--- src/rtl/lfsr_crc_pkg.sv ---
package lfsr_crc_pkg;
  typedef enum logic [1:0] {
    OP_HOLD = 2'd0,
    OP_CRC  = 2'd1,
    OP_SEED = 2'd2,
    OP_STEP = 2'd3
  } lfsr_op_e;
endpackage

--- src/rtl/lfsr_crc_bitstep.sv ---
module lfsr_crc_bitstep #(
  parameter int          W    = 16,
  parameter logic [W-1:0] POLY = 16'h8005
) (
  input  logic [W-1:0] cur_i,
  input  logic         din_i,
  output logic [W-1:0] nxt_o
);
  logic fb;

  always_comb begin
    fb    = cur_i[W-1] ^ din_i;
    nxt_o = {cur_i[W-2:0], 1'b0} ^ (fb ? POLY : '0);
  end
endmodule

--- src/rtl/lfsr_crc_seq.sv ---
module lfsr_crc_seq #(
  parameter int BITS = 8
) (
  input  logic            clk,
  input  logic            rst_n,
  input  logic            we_i,
  input  logic [BITS-1:0] byte_i,
  output logic            busy_o,
  output logic            bit_o
);
  localparam int CNT_W = $clog2(BITS + 1);

  logic [CNT_W-1:0] cnt_q, cnt_d;
  logic [BITS-1:0]  buf_q, buf_d;
  logic             start;
  logic             en;

  assign busy_o = (cnt_q != '0);
  assign bit_o  = buf_q[BITS-1];
  assign start  = we_i && !busy_o;
  assign en     = start || busy_o;

  always_comb begin
    cnt_d = cnt_q;
    buf_d = buf_q;
    if (start) begin
      cnt_d = CNT_W'(BITS);
      buf_d = byte_i;
    end else if (busy_o) begin
      cnt_d = cnt_q - 1'b1;
      buf_d = {buf_q[BITS-2:0], 1'b0};
    end
  end

  always_ff @(posedge clk or negedge rst_n) begin
    if (!rst_n) begin
      cnt_q <= '0;
      buf_q <= '0;
    end else if (en) begin
      cnt_q <= cnt_d;
      buf_q <= buf_d;
    end
  end

  // a write during a busy window must not reload the bit counter
  a_r7_no_reload: assert property (@(posedge clk) disable iff (!rst_n)
    (busy_o && we_i) |=> (cnt_q == $past(cnt_q) - 1'b1));

  // counter never exceeds one byte of bits
  a_r6_cnt_bound: assert property (@(posedge clk) disable iff (!rst_n)
    cnt_q <= CNT_W'(BITS));

  // an accepted write starts a full window
  a_r6_busy_start: assert property (@(posedge clk) disable iff (!rst_n)
    start |=> (busy_o && cnt_q == CNT_W'(BITS)));
endmodule

--- src/rtl/lfsr_crc16.sv ---
module lfsr_crc16 #(
  parameter int              W      = 16,
  parameter int              BYTE   = 8,
  parameter logic [W-1:0]    POLY   = 16'h8005,
  parameter logic [W-1:0]    INIT   = 16'hFFFF
) (
  input  logic            clk,
  input  logic            rst_n,
  input  logic            lo_we,
  input  logic [BYTE-1:0] lo_wdata,
  input  logic            lo_re,
  output logic [BYTE-1:0] lo_rdata,
  input  logic            hi_we,
  input  logic [BYTE-1:0] hi_wdata,
  input  logic            hi_re,
  output logic [BYTE-1:0] hi_rdata,
  input  logic            step,
  output logic            busy
);
  import lfsr_crc_pkg::*;

  localparam int HI_LSB = W - BYTE;

  logic [1:0]      rst_sync_q;
  logic            rst_int_n;
  logic [W-1:0]    state_q, state_d, step_nxt;
  logic [BYTE-1:0] lo_rd_q, hi_rd_q;
  lfsr_op_e        op;
  logic            crc_bit, step_din;

  // Reset: asserted asynchronously, released on clock
  always_ff @(posedge clk or negedge rst_n) begin
    if (!rst_n) rst_sync_q <= 2'b00;
    else        rst_sync_q <= {rst_sync_q[0], 1'b1};
  end
  assign rst_int_n = rst_sync_q[1];

  lfsr_crc_seq #(.BITS(BYTE)) u_seq (
    .clk    (clk),
    .rst_n  (rst_int_n),
    .we_i   (hi_we),
    .byte_i (hi_wdata),
    .busy_o (busy),
    .bit_o  (crc_bit)
  );

  // Operation select: busy > high write > low write > step
  always_comb begin
    if (busy)        op = OP_CRC;
    else if (hi_we)  op = OP_HOLD;
    else if (lo_we)  op = OP_SEED;
    else if (step)   op = OP_STEP;
    else             op = OP_HOLD;
  end

  assign step_din = (op == OP_CRC) ? crc_bit : 1'b0;

  lfsr_crc_bitstep #(.W(W), .POLY(POLY)) u_step (
    .cur_i (state_q),
    .din_i (step_din),
    .nxt_o (step_nxt)
  );

  always_comb begin
    unique case (op)
      OP_CRC,
      OP_STEP: state_d = step_nxt;
      OP_SEED: state_d = {state_q[BYTE-1:0], lo_wdata};
      default: state_d = state_q;
    endcase
  end

  always_ff @(posedge clk or negedge rst_int_n) begin
    if (!rst_int_n)        state_q <= INIT;
    else if (op != OP_HOLD) state_q <= state_d;
  end

  always_ff @(posedge clk or negedge rst_int_n) begin
    if (!rst_int_n)  lo_rd_q <= INIT[BYTE-1:0];
    else if (lo_re)  lo_rd_q <= state_q[BYTE-1:0];
  end

  always_ff @(posedge clk or negedge rst_int_n) begin
    if (!rst_int_n)  hi_rd_q <= INIT[W-1:HI_LSB];
    else if (hi_re)  hi_rd_q <= state_q[W-1:HI_LSB];
  end

  assign lo_rdata = lo_rd_q;
  assign hi_rdata = hi_rd_q;

  // idle low write shifts the old low byte up
  a_r2_low_shift: assert property (@(posedge clk) disable iff (!rst_int_n)
    (lo_we && !hi_we && !busy) |=>
      (state_q[W-1:HI_LSB] == $past(state_q[BYTE-1:0]) &&
       state_q[BYTE-1:0] == $past(lo_wdata)));

  // high write in an idle cycle leaves the register untouched that cycle
  a_r10_hi_first: assert property (@(posedge clk) disable iff (!rst_int_n)
    (hi_we && !busy) |=> (state_q == $past(state_q)));

  // read data holds the byte seen at the read edge
  a_r4_lo_read: assert property (@(posedge clk) disable iff (!rst_int_n)
    lo_re |=> (lo_rdata == $past(state_q[BYTE-1:0])));

  a_r4_hi_hold: assert property (@(posedge clk) disable iff (!rst_int_n)
    !hi_re |=> $stable(hi_rdata));
endmodule

--- config.mk ---
export PLATFORM = sky130hd
export DESIGN_NAME = lfsr_crc16
export DESIGN_NICKNAME = d
export VERILOG_FILES = /design/src/rtl/lfsr_crc_pkg.sv /design/src/rtl/lfsr_crc_bitstep.sv /design/src/rtl/lfsr_crc_seq.sv /design/src/rtl/lfsr_crc16.sv
export SDC_FILE = /design/constraint.sdc
export NUM_CORES = 1
export LEC_CHECK = 0
export BUFFER_PORTS_ARGS = -buffer_cell sky130_fd_sc_hd__buf_2
export CORE_MARGIN = 2
export CORE_UTILIZATION = 40
export CTS_CLUSTER_SIZE = 16
export DETAILED_ROUTE_END_ITERATION = 8
export PLACE_DENSITY = 0.66
export SYNTH_ARGS = -nofsm -noshare
export SYNTH_HDL_FRONTEND = slang
export SYNTH_SLANG_ARGS = --single-unit
--- constraint.sdc ---
create_clock -name clk -period 2.85 [get_ports clk]
set_clock_uncertainty 0.1 [all_clocks]
set_input_delay 0.1425 -clock clk [delete_from_list [all_inputs] [get_ports clk]]
set_output_delay 0.1425 -clock clk [all_outputs]
set_load 0.01 [all_outputs]
Word-level counts from Yosys, hierarchy flattened:

Index checks and enable logic that the tools add are counted.

* register bits after elaboration: 46
* input port bits: 23
* output and inout port bits: 17
* logic and storage cells: 33

* $add $sub $neg: 1
* equal/unequal tests: 3
* muxes and demuxes: 11
* bitwise operators: 2
* reductions and logical operators: 10

Operators by type and width (count)
* 16-bit one-hot mux with 2 select lines: 1
* 16-bit 2-to-1 mux: 1
* 8-bit 2-to-1 mux: 2
* 16-bit XOR: 1
* 2-bit 2-to-1 mux: 4
* 4-bit 2-to-1 mux: 2
* 2-bit nonzero test: 3
* 2-bit == test (second input constant): 2
* 2-bit AND reduction: 2
* 4-bit nonzero test: 1
* 4-bit by 1-bit subtractor with 4-bit output (second input constant): 1
* 2-bit by 1-bit == test with 1-bit output (second input constant): 1
* 2-bit OR reduction: 1
* 1-bit logical AND: 1
* 1-bit logical NOT: 1
* 1-bit logical OR: 1
* 1-bit 2-to-1 mux: 1
* 1-bit XOR: 1

Depth between registers and ports, before layout:

Gate-level depths: netlist of run 1.

* depth in word-level cells: 10
* gate-level depth with buffers: 8
* gate-level depth less buffers: 7

Cells and area by module:

Synthesis of run 1 repeated with hierarchy kept, for this count alone.

* cell total of the unflattened synthesis: 177
* area, all modules: 2292.2 um^2

Modules (own cells, without submodules)
* lfsr_crc16: times used 1, cells an instance 106, area an instance 1537.7 um^2, seq. area each 890.9 um^2
* lfsr_crc_seq: times used 1, cells an instance 54, area an instance 593.1 um^2, seq. area each 300.3 um^2
* lfsr_crc_bitstep: times used 1, cells an instance 17, area an instance 161.4 um^2, seq. area each 0.0 um^2

Least setup slack after synthesis of run 1:

No wires, ideal clock.

* path kind: register to register
* from: register u_seq.cnt_q[0]
* to: register state_q[10]
* library setup time: 0.060 ns
* data arrival time: 1.593 ns
* data required time: 2.690 ns
* slack: 1.097 ns
* stages on the path, launching flop included: 9
* path buffers: 1
* clock period less this slack: 1.753 ns
* cells stage by stage: dfrtp_1 -> inv_1 -> ha_1 -> nor3b_4 -> inv_2 -> nor3b_4 -> buf_6 -> a22oi_1 -> nand2_1

* longest elaborated chain between the ends: 6
* elaborated cells on any way between the ends: 10
* classes of those cells: eq/ne: 3; mux: 2; reduce/logical: 5

RTL lines
* from (decl): RTL line lfsr_crc_seq.sv:13 `logic [CNT_W-1:0] cnt_q, cnt_d;`
* from (signal assigned): RTL line lfsr_crc_seq.sv:40 `cnt_q <= cnt_d;`
* 4-bit nonzero test *: RTL line lfsr_crc_seq.sv:18 `assign busy_o = (cnt_q != '0);`
* 2-bit 2-to-1 mux *: RTL line lfsr_crc16.sv:49 `if (busy) op = OP_CRC;`
* 2-bit by 1-bit == test with 1-bit output / 2-bit == test (equally long branches): RTL line lfsr_crc16.sv:65 `unique case (op)`
* 2-bit OR reduction: RTL line lfsr_crc16.sv:65
* 2-bit nonzero test (no source line)
* 2-bit AND reduction (no source line)
* to (signal assigned): RTL line lfsr_crc16.sv:75 `else if (op != OP_HOLD) state_q <= state_d;`
* to (decl): RTL line lfsr_crc16.sv:26 `logic [W-1:0] state_q, state_d, step_nxt;`

Every way passes the cells marked *; elsewhere a longest branch is shown, timed or not.
A chain may end at the register's enable or synchronous reset.

Worst setup path after layout of run 1:

* from: register u_seq.cnt_q[0]
* to: register state_q[0]

* longest elaborated chain between the ends: 8
* elaborated cells on any way between the ends: 14
* classes of those cells: eq/ne: 3; mux: 4; bitwise: 2; reduce/logical: 5

RTL lines
* 4-bit nonzero test *: RTL line lfsr_crc_seq.sv:18
* 2-bit 2-to-1 mux *: RTL line lfsr_crc16.sv:49
* 2-bit by 1-bit == test with 1-bit output: RTL line lfsr_crc16.sv:56, lfsr_crc16.sv:65
* 1-bit 2-to-1 mux: RTL line lfsr_crc16.sv:56 `assign step_din = (op == OP_CRC) ? crc_bit : 1'b0;`
* 1-bit XOR: RTL line lfsr_crc_bitstep.sv:12 `fb = cur_i[W-1] ^ din_i;`
* 16-bit 2-to-1 mux: RTL line lfsr_crc_bitstep.sv:13 `nxt_o = {cur_i[W-2:0], 1'b0} ^ (fb ? POLY : '0);`
* 16-bit XOR: RTL line lfsr_crc_bitstep.sv:13
* 16-bit one-hot mux with 2 select lines: RTL line lfsr_crc16.sv:65

Marked as above.

==> results.yml, run 1 <==
logic_synthesis:
  ys_ff_latch: 46
  ys.flop_type: "dfstp_2"
  avgSynthCellArea_sq_um: 11.9
  syn_area_sq_mm: 0.00202
  syn_nets: 193
  yosys-top-cells-count: "nand2_1, dfstp_2, a22oi_1, mux2_2, dfrtp_1"
  synthCells: 169
  yosysSeqAreaShare_pct: 59.1
  synth_edf_count: 0
  synth.largest_area_cell: "dfstp_2"
  synthTopCellsByArea: "dfstp_2, dfrtp_1, mux2_2, nand2_1, a22oi_1"
  synth_warnings: 0
  synth.distinct_cells: 26
  yosysMostFrequentCell: "nand2_1"
  synth_top_area_share_pct: 41.7
  async_flop_share_pct: 100
global_routing:
  grt_max_degree: 45
  grt_pass1_wl_microns: 6730
  grt_pass1_vias: 1415
  antenna_found_initial: 0
  track_usage_pct: 15.9
  grt-ovfl-total: 0
route:
  routedWlPerCell_microns: 14.2
  drtIter0Drc: 86
  remaining_drc_errors: 0
  finalWirelength_microns: 4000
  firstDrtPassIters: 4
  viasPerCell: 4.97
  antenna_left: 0
  vias: 1401
floorplanning:
  ios: 40
  dieArea_sq_mm: 0.00563
  num_rows: 25
  fp.dieH_microns: 75.0
  die_w_microns: 75.0
  initial_core_util_pct: 42.1
  coreArea_sq_mm: 0.00479
timing:
  holdWs_ns: -0.00484
  setup_tns_ns: 0
  maxSlewViolCount: 0
  tightestPinTransition_ns: 0.930
  rsz0062_at_grt: "no"
  finalHoldViolations: 1
  period_needed_ns: 2.33
  max_freq_mhz: 430
  setup_viol_count_final: 0
  worst_slack_ns: 0.522
  relSlewSlack_pct: 38.0
  period_share_pct: 81.7
clock_network:
  cts_buffers: 5
  clock-root-buffer: "clkbuf_8"
  cts_sinks: 46
  clock_path_buffers: 2
  cts_max_level: 2
  clkTransAtPathRegs_ns: 0.08
  cts_setup_buffers: 0
  hold_buffers: 8
  ctsResizeCount: 0
  insertion_delay_ns: 0.30
  cts_tree: "built"
worst_hold_path:
  hold_class: "primary input to register"
worst_setup_path:
  crit_fanout: 20
  cp-start-kind: "register"
  end_kind: "register"
  arrival_ns: 2.45
  path_class: "register to register"
  required_ns: 2.97
outcome:
  violations: "hold timing"
  outcome: "finished with violations"
cells_and_area:
  n_fill_cell: 444
  nNetsFinal: 238
  diodes: 0
  post_route_cells_drive_above_1_share_pct: 47.0
  area_growth_pct: 20.2
place:
  dp_slack_ns: 0.558
  place_hpwl_microns: 2750
  gp_congestion: 0.779
  io_buffers: 39
run:
  cap_violations: 0
power_and_ir_drop:
  cellPowerDensity_mw_per_mm2: 1040
  ir_drop_mv: 0.408
  leakagePower_nw: 1.08
report_power, final:
group | switching, mW | internal (mW) | total (mW)
clock | 0.219 | 0.195 | 0.414
combinational | 0.369 | 0.371 | 0.740
sequential | 0.252 | 1.12 | 1.37
worst max-delay path: stages, from the launching register on:
cell and delay [ns]:
dfrtp_1 0.40, inv_1 0.10, ha_1 0.24, nor3b_4 0.31, inv_2 0.20, nor3b_4 0.61
a22oi_1 0.18, o21ai_0 0.12
through the flow:
stage	power [mW]	hold slack, ns	std cells	instance area, sq um	util, %
after global routing	2.73	0.00848	282	2420	50.6
after detailed placement	2.13	-0.171	266	2250	47.0
after floorplan	1.85	-0.253	169	2020	-
after CTS	2.56	0.000109	282	2420	50.6
after global placement	2.09	-0.171	266	2250	47.0
final	2.53	-0.00484	282	2420	50.6
metal layers:
layer,global-route usage (%),wire (microns),vias up
met5,0,0,-
met4,4.37,44,0
met3,4.95,208,7
met2,26.3,1940,38
met1,20.2,1810,690
li1,-,-,666
sequential cells by signal (all words and copies together) (netlist names):
| signal | flops |
|---|---|
| lo_rdata | 8 |
| u_seq.cnt_q | 4 |
| rst_sync_q | 2 |
| hi_rdata | 8 |
| state_q | 16 |
| u_seq.buf_q | 8 |
area by class of cell:
cell class / count / area (sq um) / share of cell area (%)
sequential: 46 / 1190 / 49.2
multi-input combinational: 111 / 766 / 31.6
timing repair buffer: 47 / 275 / 11.4
tap: 67 / 83.8 / 3.46
clock buffer: 6 / 82.6 / 3.41
clock inverter: 2 / 12.5 / 0.516
inverter: 3 / 11.3 / 0.465
layout by cell type (no fill, tap or decap), types with 2 or more instances in the layout:
| cell | count |
|---|---|
| nand2_1 | 36 |
| a22oi_1 | 16 |
| dlygate4sd3_1 | 8 |
| dfrtp_1 | 13 |
| inv_1 | 2 |
| mux2_2 | 16 |
| o21a_1 | 2 |
| o21ai_0 | 13 |
| mux2i_1 | 9 |
| nor2_1 | 3 |
| clkbuf_8 | 6 |
| xnor2_1 | 4 |
| or3_1 | 2 |
| nor3b_4 | 2 |
| buf_2 | 39 |
| dfstp_2 | 32 |
worst paths after layout:
path / startpoint / endpoint / slack, ns / depth (start not counted)
max: u_seq.cnt_q[0]$_DFFE_PN0P_ / state_q[0]$_DFFE_PN1P_ / 0.52 / 7
min: lo_wdata[3] / state_q[3]$_DFFE_PN1P_ / -0.005 / 3
max reg2reg: u_seq.cnt_q[0]$_DFFE_PN0P_ / state_q[0]$_DFFE_PN1P_ / 0.52 / 7
min reg2reg: rst_sync_q[0]$_DFF_PN0_ / rst_sync_q[1]$_DFF_PN0_ / 0.26 / 0
max in group asynchronous: rst_sync_q[1]$_DFF_PN0_ / u_seq.cnt_q[2]$_DFFE_PN0P_ / 1.75 / 0
min in group asynchronous: rst_n / rst_sync_q[1]$_DFF_PN0_ / 0.06 / 2
kinds of logic (layout without fill, tap and decap cells):
kind of cell	count (synthesis)	after routing	synth area share, %
simple gates	47	47	11.0
flops	46	46	59.1
compound gates	32	32	10.5
mux	25	25	13.4
buf+inv	12	58	2.98
xor+xnor	5	5	2.17
fa+ha+maj	1	1	0.620
other cells	1	1	0.186
No activity file was read; power rests on OpenSTA's default activity.
==> inputs of run 2 (changes only) <==
Settings changed: ABC_AREA set to 1.
Clock period 2.85 ns to 2.2 ns, I/O delays scaled along.
==> run 2 against run 1 <==
  * The run now ends clean
  * Hold slack improved by 0.017 ns
  * First-iteration DRC count increased by 35%
  * Non-clock buffer count increased by 10
  * Via count increased by 8.6%
  * Setup slack got worse by 0.18 ns
  * Register-to-register slack got worse by 0.18 ns
  * Clock power increased by 21%
  * Count of clock-buffer cells in the layout decreased by 1
  * Flip-flop and latch count unchanged
  * Critical endpoint is now state_q[15]$_DFFE_PN1P_
==> results.yml, run 2 <==
outcome:
  outcome: "completed"
cells_and_area:
  n_fill_cell: 472
  nNetsFinal: 276
  mostFrequentLayoutCell: "nand2_1"
  layout_common_cells: "nand2_1, buf_2, dfstp_2"
  regMostFlops: "state_q"
  diodes: 0
  area_growth_pct: 23.8
  largest_register_ffs: 16
  post_route_cells_drive_above_1_share_pct: 43.5
logic_synthesis:
  synthTopCellsByArea: "dfstp_2, dfrtp_1, nand2_1, mux2_2, a22oi_1"
  synth_top_area_share_pct: 40.0
  yosys-top-cells-count: "nand2_1, dfstp_2, inv_1"
  yosysMostFrequentCell: "nand2_1"
  syn_area_sq_mm: 0.00210
  synthCells: 193
  async_flop_share_pct: 100
  syn_nets: 217
  synth.distinct_cells: 26
  synth_warnings: 0
  synth.largest_area_cell: "dfstp_2"
  ys_ff_latch: 46
  ys.flop_type: "dfstp_2"
  synth_edf_count: 0
  avgSynthCellArea_sq_um: 10.9
  yosysSeqAreaShare_pct: 56.7
floorplanning:
  dieArea_sq_mm: 0.00584
  die_w_microns: 76.5
  coreArea_sq_mm: 0.00507
  ios: 40
  num_rows: 26
  fp.dieH_microns: 76.5
  initial_core_util_pct: 41.4
global_routing:
  grt_busiest_layer: "met2"
  antenna_found_initial: 0
  use_met3_pct: 3.67
  grt_use_met2_pct: 21.6
  grt_max_degree: 31
  grt-ovfl-total: 0
  grt_pass1_vias: 1485
  grt_util_met1_pct: 21.4
  grt_pass1_wl_microns: 7010
  track_usage_pct: 15.2
timing:
  setup_tns_ns: 0
  maxSlewViolCount: 0
  rsz0062_at_grt: "no"
  relSlewSlack_pct: 58.0
  tightestPinTransition_ns: 0.630
  finalHoldViolations: 0
  holdWs_ns: 0.0126
  setup_viol_count_final: 0
  max_freq_mhz: 539
  period_needed_ns: 1.86
  period_share_pct: 84.4
worst_setup_path:
  path_cells: "inv_1 -> ha_1 -> nand2_2 -> nor2_8 -> nand2_4 -> nor2_8 -> inv_1 -> nand3_1 -> nand2_1 -> nand2_1"
  cp-start-kind: "register"
  path_class: "register to register"
  end_kind: "register"
  required_ns: 2.34
  critPathSlowestCell: "dfrtp_1"
  arrival_ns: 2.00
  crit_fanout: 15
  critPathMaxStageDelay_ns: 0.36
route:
  routedWlPerCell_microns: 12.2
  viasPerCell: 4.71
  finalWirelength_microns: 3940
  vias: 1522
  remaining_drc_errors: 0
  antenna_left: 0
  drtIter0Drc: 116
  firstDrtPassIters: 4
clock_network:
  cts_max_level: 2
  cts_sinks: 46
  clock-root-buffer: "clkbuf_8"
  clock_path_buffers: 2
  cts_buffers: 5
  insertion_delay_ns: 0.29
  cts_tree: "built"
  clkTransAtPathRegs_ns: 0.08
power_and_ir_drop:
  leakagePower_nw: 1.20
  ir_drop_mv: 0.593
  cellPowerDensity_mw_per_mm2: 1310
worst_hold_path:
  hold_class: "primary input to asynchronous set/reset pin"
place:
  gp_congestion: 0.763
  place_hpwl_microns: 2840
  io_buffers: 39
run:
  cap_violations: 0
## run 2: changes by cell type after synthesis, moves of 5 or more
cell,before,now
inv_1,2,18
mux2i_1,9,0
nand2_2,0,6
nand3_1,0,13
o211ai_1,0,5
## run 2: routing by layer
metal / wire (microns) / share of wire (%)
met5: 0 / 0
met4: 108 / 2.7
met3: 157 / 4.0
met2: 1720 / 44
met1: 1950 / 50
## run 2: logic make-up after synthesis
| group | count (synthesis) | synth area share, % |
|---|---|---|
| mux | 12 | 6.44 |
| xor+xnor | 1 | 0.417 |
| other cells | 1 | 0.179 |
| buf+inv | 25 | 6.32 |
| flops | 46 | 56.7 |
| compound gates | 35 | 11.1 |
| simple gates | 72 | 18.2 |
| fa+ha+maj | 1 | 0.596 |
## run 2: through the flow
| step | cell area (sq um) | power [mW] | utilization (%) | setup WS (ns) | instances |
|---|---|---|---|---|---|
| after floorplan | 2100 | 2.55 | - | 0.597 | 193 |
| after global placement | 2340 | 2.87 | 46.1 | 0.452 | 298 |
| after detailed placement | 2340 | 2.89 | 46.1 | 0.378 | 298 |
| after CTS | 2600 | 3.43 | 51.2 | 0.336 | 323 |
| after global routing | 2600 | 3.68 | 51.2 | 0.204 | 323 |
| final | 2600 | 3.39 | 51.2 | 0.344 | 323 |
## run 2: worst paths after layout
check / startpoint / to / slack, ns / depth (start not counted)
worst max register to register: u_seq.cnt_q[0]$_DFFE_PN0P_ / state_q[15]$_DFFE_PN1P_ / 0.34 / 10
max in group asynchronous: rst_sync_q[1]$_DFF_PN0_ / hi_rdata[7]$_DFFE_PN1P_ / 1.11 / 1
worst min-delay path: rst_n / rst_sync_q[1]$_DFF_PN0_ / 0.01 / 2
worst max-delay path: u_seq.cnt_q[0]$_DFFE_PN0P_ / state_q[15]$_DFFE_PN1P_ / 0.34 / 10
worst min register to register: rst_sync_q[1]$_DFF_PN0_ / u_seq.buf_q[3]$_DFFE_PN0P_ / 0.20 / 0
min in group clk: lo_re / lo_rdata[7]$_DFFE_PN1P_ / 0.01 / 2
## run 2: what timing repair did
item                                   CTS  global route
setup buffers                            0             0
endpoints found under the hold margin   18             0
resized for setup                        0             0
setup endpoints to repair                0             0
hold buffers                            17             0
## run 2: area by class of cell
class	count	area [sq um]	area share (%)
inverters	20	82.6	3.18
clock buffers	5	68.8	2.65
repair buffers	57	373	14.3
well taps	70	87.6	3.37
clock inverters	3	20.0	0.770
flip-flops and latches	46	1190	45.9
multi-input cells	122	776	29.8
## run 2: power by group
group / internal [mW] / total [mW] / switching (mW)
Clock: 0.224 / 0.500 / 0.276
Sequential: 1.43 / 1.71 / 0.276
Combinational: 0.526 / 1.19 / 0.661
## run 2: critical path: cells and delay by family, from the launching register on
family	cells	cell delay [ns]
AND/OR/NAND/NOR	7	0.86
flip-flops	1	0.36
adder cells (fa/ha/maj)	1	0.29
buffers and inverters	2	0.18
